[src/rtl/sio_pkg.sv]
package sio_pkg;
  typedef struct packed {
    logic sclk;
    logic stb;
    logic sdi;
  } sio_pins_t;

  localparam sio_pins_t PINS_IDLE = '{sclk: 1'b1, stb: 1'b1, sdi: 1'b0};
endpackage

[src/rtl/sio_sync.sv]
module sio_sync #(
  parameter int          W       = 1,
  parameter int          STAGES  = 2,
  parameter logic [W-1:0] RST_VAL = '0
) (
  input  logic         clk_i,
  input  logic         rst_ni,
  input  logic [W-1:0] d_i,
  output logic [W-1:0] q_o
);
  logic [W-1:0] stg [STAGES];

  for (genvar g = 0; g < STAGES; g++) begin : g_stage
    if (g == 0) begin : g_first
      always_ff @(posedge clk_i or negedge rst_ni)
        if (!rst_ni) stg[0] <= RST_VAL;
        else         stg[0] <= d_i;
    end else begin : g_next
      always_ff @(posedge clk_i or negedge rst_ni)
        if (!rst_ni) stg[g] <= RST_VAL;
        else         stg[g] <= stg[g-1];
    end
  end

  assign q_o = stg[STAGES-1];
endmodule

[src/rtl/sio_rx_shift.sv]
module sio_rx_shift #(
  parameter int BYTE_W = 8,
  localparam int CNT_W = $clog2(BYTE_W)
) (
  input  logic              clk_i,
  input  logic              rst_ni,
  input  logic              clr_i,
  input  logic              rise_i,
  input  logic              bit_i,
  input  logic              mute_i,
  output logic              valid_o,
  output logic [BYTE_W-1:0] byte_o,
  output logic              is_cmd_o
);
  logic [BYTE_W-1:0] sh_q;
  logic [CNT_W-1:0]  cnt_q;
  logic              first_q;
  logic [BYTE_W-1:0] sh_nxt;

  assign sh_nxt = {bit_i, sh_q[BYTE_W-1:1]};

  always_ff @(posedge clk_i or negedge rst_ni) begin
    if (!rst_ni) begin
      sh_q     <= '0;
      cnt_q    <= '0;
      first_q  <= 1'b1;
      valid_o  <= 1'b0;
      byte_o   <= '0;
      is_cmd_o <= 1'b0;
    end else if (clr_i) begin
      cnt_q   <= '0;
      first_q <= 1'b1;
      valid_o <= 1'b0;
    end else begin
      valid_o <= 1'b0;
      if (rise_i) begin
        sh_q <= sh_nxt;
        if (cnt_q == CNT_W'(BYTE_W-1)) begin
          cnt_q    <= '0;
          byte_o   <= sh_nxt;
          valid_o  <= ~mute_i;
          is_cmd_o <= first_q;
          first_q  <= 1'b0;
        end else begin
          cnt_q <= cnt_q + 1'b1;
        end
      end
    end
  end

  // byte strobe lasts one cycle
  a_r1_valid_pulse: assert property (@(posedge clk_i) disable iff (!rst_ni)
    valid_o |=> !valid_o);
  // strobe edge restarts framing
  a_r5_clr_rearms: assert property (@(posedge clk_i) disable iff (!rst_ni)
    clr_i |=> (cnt_q == '0) && first_q && !valid_o);
endmodule

[src/rtl/sio_tx_shift.sv]
module sio_tx_shift #(
  parameter int BYTE_W = 8,
  localparam int CNT_W = $clog2(BYTE_W)
) (
  input  logic              clk_i,
  input  logic              rst_ni,
  input  logic              clr_i,
  input  logic              start_i,
  input  logic              fall_i,
  input  logic [BYTE_W-1:0] byte_i,
  output logic              req_o,
  output logic              active_o,
  output logic              pull_o
);
  logic [BYTE_W-1:0] sh_q;
  logic [CNT_W-1:0]  cnt_q;
  logic              reload;

  assign reload = active_o & fall_i & (cnt_q == CNT_W'(BYTE_W-1));
  assign req_o  = ~clr_i & (start_i | reload);

  always_ff @(posedge clk_i or negedge rst_ni) begin
    if (!rst_ni) begin
      sh_q     <= '0;
      cnt_q    <= '0;
      active_o <= 1'b0;
      pull_o   <= 1'b0;
    end else if (clr_i) begin
      cnt_q    <= '0;
      active_o <= 1'b0;
      pull_o   <= 1'b0;
    end else if (start_i) begin
      sh_q     <= byte_i;
      cnt_q    <= '0;
      active_o <= 1'b1;
    end else if (active_o && fall_i) begin
      pull_o <= ~sh_q[0];
      if (reload) begin
        sh_q  <= byte_i;
        cnt_q <= '0;
      end else begin
        sh_q  <= sh_q >> 1;
        cnt_q <= cnt_q + 1'b1;
      end
    end
  end

  // a granted request leaves the shifter in read mode
  a_r6_req_enters_read: assert property (@(posedge clk_i) disable iff (!rst_ni)
    req_o |=> active_o);
  // line only pulled while reading
  a_r8_pull_only_in_read: assert property (@(posedge clk_i) disable iff (!rst_ni)
    pull_o |-> active_o);
endmodule

[src/rtl/sio_cmd_port.sv]
module sio_cmd_port
  import sio_pkg::*;
#(
  parameter int BYTE_W      = 8,
  parameter int SYNC_STAGES = 2
) (
  input  logic              clk_i,
  input  logic              rst_ni,
  input  logic              sclk_i,
  input  logic              stb_i,
  input  logic              sdi_i,
  output logic              sdo_pull_o,
  output logic              rx_valid_o,
  output logic [BYTE_W-1:0] rx_byte_o,
  output logic              rx_is_cmd_o,
  input  logic              rd_cmd_i,
  output logic              tx_req_o,
  input  logic [BYTE_W-1:0] tx_byte_i
);
  sio_pins_t pins_s;
  logic      sclk_p, stb_p;
  logic      rise, fall, stb_edge, rd_active, rd_start;

  sio_sync #(
    .W      ($bits(sio_pins_t)),
    .STAGES (SYNC_STAGES),
    .RST_VAL(PINS_IDLE)
  ) u_sync (
    .clk_i (clk_i),
    .rst_ni(rst_ni),
    .d_i   ({sclk_i, stb_i, sdi_i}),
    .q_o   (pins_s)
  );

  always_ff @(posedge clk_i or negedge rst_ni)
    if (!rst_ni) begin
      sclk_p <= 1'b1;
      stb_p  <= 1'b1;
    end else begin
      sclk_p <= pins_s.sclk;
      stb_p  <= pins_s.stb;
    end

  // clock edges only count inside a frame
  assign rise     = pins_s.sclk & ~sclk_p & ~pins_s.stb;
  assign fall     = ~pins_s.sclk & sclk_p & ~pins_s.stb;
  assign stb_edge = pins_s.stb ^ stb_p;
  assign rd_start = rx_valid_o & rx_is_cmd_o & rd_cmd_i;

  sio_rx_shift #(.BYTE_W(BYTE_W)) u_rx (
    .clk_i   (clk_i),
    .rst_ni  (rst_ni),
    .clr_i   (stb_edge),
    .rise_i  (rise),
    .bit_i   (pins_s.sdi),
    .mute_i  (rd_active),
    .valid_o (rx_valid_o),
    .byte_o  (rx_byte_o),
    .is_cmd_o(rx_is_cmd_o)
  );

  sio_tx_shift #(.BYTE_W(BYTE_W)) u_tx (
    .clk_i   (clk_i),
    .rst_ni  (rst_ni),
    .clr_i   (stb_edge),
    .start_i (rd_start),
    .fall_i  (fall),
    .byte_i  (tx_byte_i),
    .req_o   (tx_req_o),
    .active_o(rd_active),
    .pull_o  (sdo_pull_o)
  );

  // line released while strobe stays high
  a_r9_release_stb_high: assert property (@(posedge clk_i) disable iff (!rst_ni)
    (stb_p && pins_s.stb) |-> !sdo_pull_o);
  // no bytes presented during a read
  a_r10_mute_in_read: assert property (@(posedge clk_i) disable iff (!rst_ni)
    rd_active |-> !rx_valid_o);
  // strobe edge ends any read
  a_r5_edge_aborts_read: assert property (@(posedge clk_i) disable iff (!rst_ni)
    stb_edge |=> !rd_active && !rx_valid_o);
endmodule

[config.mk]
export PLATFORM = sky130hd
export DESIGN_NAME = sio_cmd_port
export DESIGN_NICKNAME = d
export VERILOG_FILES = /design/src/rtl/sio_pkg.sv /design/src/rtl/sio_sync.sv /design/src/rtl/sio_rx_shift.sv /design/src/rtl/sio_tx_shift.sv /design/src/rtl/sio_cmd_port.sv
export SDC_FILE = /design/constraint.sdc
export NUM_CORES = 1
export LEC_CHECK = 0
export ABC_AREA = 1
export ABC_CLOCK_PERIOD_IN_PS = 1600
export CAP_MARGIN = 10
export CELL_PAD_IN_SITES_DETAIL_PLACEMENT = 1
export CELL_PAD_IN_SITES_GLOBAL_PLACEMENT = 2
export CORE_ASPECT_RATIO = 0.8
export CORE_MARGIN = 5
export CORE_UTILIZATION = 32
export CTS_CLUSTER_SIZE = 12
export DETAILED_ROUTE_END_ITERATION = 10
export GPL_TIMING_DRIVEN = 1
export PLACE_DENSITY_LB_ADDON = 0.1
export SLEW_MARGIN = 20
export SYNTH_ARGS = -nofsm -noshare
export SYNTH_HDL_FRONTEND = slang
export SYNTH_SLANG_ARGS = --single-unit
[constraint.sdc]
create_clock -name clk_i -period 1.6 [get_ports clk_i]
set_input_delay 0.24 -clock clk_i [delete_from_list [all_inputs] [get_ports clk_i]]
set_output_delay 0.24 -clock clk_i [all_outputs]
set_load 0.005 [all_outputs]
==> run_summary.xml <==
<?xml version="1.0" encoding="UTF-8"?>
<metrics>
  <group name="status">
    <metric name="status" unit="">complete, but fails checks</metric>
    <metric name="violations" unit="">negative setup slack</metric>
  </group>
  <group name="cts">
    <metric name="ctsLongestPathBuffers" unit="">2</metric>
    <metric name="clock_tree.htree_level_count" unit="">2</metric>
    <metric name="clock_sinks" unit="">42</metric>
    <metric name="cts_tree" unit="">yes</metric>
    <metric name="cts.root.buffer_cell" unit="">clkbuf_8</metric>
    <metric name="path_clk_slew" unit="ps">80</metric>
    <metric name="clock_insertion_delay_worst_skew" unit="ps">290</metric>
    <metric name="numCtsBuffers" unit="">5</metric>
  </group>
  <group name="global_route">
    <metric name="grt_pass1_wl" unit="um">7417</metric>
    <metric name="grt_antenna_before_repair" unit="">0</metric>
    <metric name="via_count_of_the_first_global_routing_pass" unit="">1588</metric>
    <metric name="grt_remaining_overflow" unit="">0</metric>
    <metric name="grt_start_max_net_pins" unit="">25</metric>
    <metric name="grt_usage" unit="">0.1312</metric>
  </group>
  <group name="pwr">
    <metric name="power.share.clock" unit="">0.383</metric>
    <metric name="seq_power_share" unit="">0.535</metric>
    <metric name="power_per_cell_area" unit="nW/um^2">880.2</metric>
    <metric name="comb_power_share" unit="">0.082</metric>
    <metric name="internal-power" unit="mW">1.659</metric>
    <metric name="ir_drop" unit="V">0.0003470</metric>
    <metric name="static-leakage-power" unit="nW">1.254</metric>
    <metric name="post-layout-total-power" unit="mW">2.149</metric>
    <metric name="power_switching" unit="mW">0.4895</metric>
    <metric name="p_sw_frac" unit="">0.2278</metric>
  </group>
  <group name="floorplan">
    <metric name="initial_core_util" unit="">0.3292</metric>
    <metric name="rows" unit="">24</metric>
    <metric name="die_w" unit="um">93.60</metric>
    <metric name="io_pins" unit="">26</metric>
    <metric name="design.core.area" unit="sq um">5435</metric>
    <metric name="die_height" unit="um">76.88</metric>
    <metric name="dieArea" unit="sq um">7196</metric>
  </group>
  <group name="route">
    <metric name="drt-pass1-iter-count" unit="">4</metric>
    <metric name="drt_iter0_drc" unit="">9</metric>
    <metric name="detail_route.drc_violations" unit="">0</metric>
    <metric name="vias" unit="">1441</metric>
    <metric name="wl_per_cell" unit="um">12.90</metric>
    <metric name="drtAntennaViolNets" unit="">0</metric>
    <metric name="vias_per_cell" unit="">4.353</metric>
    <metric name="drt_wl_total" unit="um">4270</metric>
  </group>
  <group name="run">
    <metric name="max_cap_viol_count" unit="">0</metric>
  </group>
  <group name="timing">
    <metric name="final_hold_violations" unit="">0</metric>
    <metric name="clock-skew-final" unit="ps">7.738</metric>
    <metric name="timing.final.ws_setup" unit="ps">-66.69</metric>
    <metric name="grt_setup_unrepaired" unit="">true</metric>
    <metric name="min_period" unit="ps">1667</metric>
    <metric name="timing.final.crit_share" unit="">1.042</metric>
    <metric name="drv_slew" unit="">0</metric>
    <metric name="timing.fmax" unit="GHz">0.6000</metric>
    <metric name="setup-violations-final" unit="">1</metric>
    <metric name="totalNegativeSetupSlack" unit="ps">-66.69</metric>
    <metric name="slew-limit-headroom" unit="">0.6893</metric>
    <metric name="post_route_worst_hold_slack" unit="ps">351.3</metric>
    <metric name="worstMarginPinSlew" unit="ps">466.1</metric>
  </group>
  <group name="critical_path">
    <metric name="worst_setup_path_start_kind" unit="">flip-flop</metric>
    <metric name="crit_slowest_cell" unit="">dfstp_2</metric>
    <metric name="critical_path.n_buffers_inverters" unit="">3</metric>
    <metric name="critical-path-max-stage-delay" unit="ps">550</metric>
    <metric name="crit_end_element" unit="">primary output</metric>
    <metric name="path_max_fanout" unit="">2</metric>
    <metric name="cp_top_family" unit="">flip-flops</metric>
    <metric name="critical_path_class" unit="">reg -&gt; out</metric>
    <metric name="cp.arrival" unit="ps">1430</metric>
    <metric name="list_of_cells_traversed_by_the_critical_path" unit="">nand2_2, inv_2, nand2_4, a21oi_2, inv_1, nor2_1, buf_2</metric>
    <metric name="required_worst_endpoint" unit="ps">1360</metric>
  </group>
  <group name="synth">
    <metric name="count_of_mapped_cells_out_of_synthesis" unit="">201</metric>
    <metric name="synthesis.nets" unit="">219</metric>
    <metric name="syn-cell-area" unit="sq um">1789</metric>
    <metric name="synth_top_area_cell" unit="">dfrtp_1</metric>
    <metric name="synth_cell_types" unit="">19</metric>
    <metric name="sequential_element_share_of_the_synthesized_area" unit="">0.5923</metric>
    <metric name="yosys_register_bits" unit="">42</metric>
    <metric name="synth.yosys.warnings" unit="">0</metric>
    <metric name="synth_area_leaders" unit="">dfrtp_1 (49%), nand2_1 (11%), dfstp_2 (10%)</metric>
    <metric name="syn-mean-instance-area" unit="sq um">8.902</metric>
    <metric name="synth.top_cell.area_share" unit="">0.4895</metric>
  </group>
  <group name="cells_and_area">
    <metric name="fillerInstances" unit="">617</metric>
    <metric name="syn_to_final_growth" unit="%">36.43</metric>
    <metric name="layout_utilization" unit="">0.4491</metric>
    <metric name="num_antenna_cells" unit="">0</metric>
    <metric name="stdcell_count" unit="">331</metric>
    <metric name="design_area" unit="sq um">2441</metric>
    <metric name="post_route_cells_drive_above_1_share" unit="">0.2174</metric>
    <metric name="final_net_count" unit="">270</metric>
  </group>
  <group name="min_path">
    <metric name="hold_class" unit="">reg -&gt; reg</metric>
  </group>
  <group name="placement">
    <metric name="post_placement_setup_slack" unit="ps">-377.3</metric>
    <metric name="dp.cells" unit="">318</metric>
    <metric name="buffer_ports.inserted" unit="">25</metric>
    <metric name="placement.cell_area" unit="sq um">2266</metric>
    <metric name="detailed_place_hpwl" unit="um">3187</metric>
    <metric name="place_congestion" unit="">0.7472</metric>
  </group>
</metrics>
==> metal layers <==
layer	vias up	part of all wire	GRT usage
met3	5	0.030	0.03816
met4	0	0.012	0.04329
li1	723	-	-
met5	-	0	0
met1	700	0.47	0.1635
met2	13	0.49	0.2177
==> kinds of logic after synthesis <==
kind of cell / after synthesis / synth area share
and+or+nand+nor: 91 / 0.2189
DFF: 42 / 0.5923
buffers and inverters: 41 / 0.09440
AOI/OAI and AO/OA: 23 / 0.06643
adders and majority gates: 4 / 0.02797
==> power groups by stage <==
stage	sequential, mW	combinational (mW)	clock (mW)
global route	1.16	0.205	0.908
detailed placement	1.17	0.173	0
CTS	1.15	0.180	0.854
finish	1.15	0.176	0.824
floorplan	1.16	0.0761	0
global placement	1.17	0.162	0
==> synthesized netlist by cell type, drive strengths merged <==
cell / instances
nand2: 55
inv: 36
dfrtp: 35
nand3: 24
o21ai: 21
nor2: 11
dfstp: 7
buf: 4
ha: 4
a21oi: 2
clkbuf: 1
nand4: 1
==> final cells by class <==
class | count | area, sq um | share of cell area
inverter | 36 | 135.1 | 0.05536
timing repair buffer | 49 | 451.7 | 0.1850
clock inverter | 3 | 40.04 | 0.01640
sequential | 42 | 1060 | 0.4341
tap | 78 | 97.59 | 0.03998
multi-input combinational | 118 | 588.1 | 0.2409
clock buffer | 5 | 68.82 | 0.02819
==> sequential cells by signal, indices dropped and copies added (netlist names) <==
signal	flops
stb_p	1
u_tx.sh_q	8
u_rx.is_cmd_o	1
sclk_p	1
u_rx.sh_q	7
u_tx.active_o	1
u_tx.pull_o	1
u_tx.cnt_q	3
u_sync.q_o	3
u_rx.first_q	1
u_rx.valid_o	1
u_sync.stg	3
u_rx.cnt_q	3
u_rx.byte_o	8
==> path summary, 6_finish.rpt <==
path | startpoint | end | slack (ps) | cells after the start
min reg2reg | u_sync.stg[3] | u_sync.q_o[0] | 350 | 0
max in group asynchronous | rst_ni | u_sync.q_o[1] | 610 | 3
max | sclk_p | tx_req_o | -70 | 7
max reg2reg | u_sync.q_o[1] | u_tx.sh_q[4] | 80 | 9
min in group asynchronous | rst_ni | u_rx.sh_q[5] | 420 | 2
min | u_sync.stg[3] | u_sync.q_o[0] | 350 | 0
==> timing repair <==
item	in CTS	in global routing
buffers inserted	3	1
endpoints found under the setup margin	1	8
pin swaps	2	2
hold endpoints to repair	18	0
hold buffers	1	0
gates resized for setup	11	5
==> placed cells by master, fill, tap and decap left out, drive strengths merged <==
cell,count
nand2,55
bufinv,1
buf,25
dlygate4sd3,1
dfstp,7
nand3,24
inv,36
clkinv,2
clkdlybuf4s50,23
o21ai,21
clkbuf,5
a21oi,2
dfrtp,35
ha,4
nand4,1
nor2,11
Note: power is estimated with default switching activity, not from simulation.
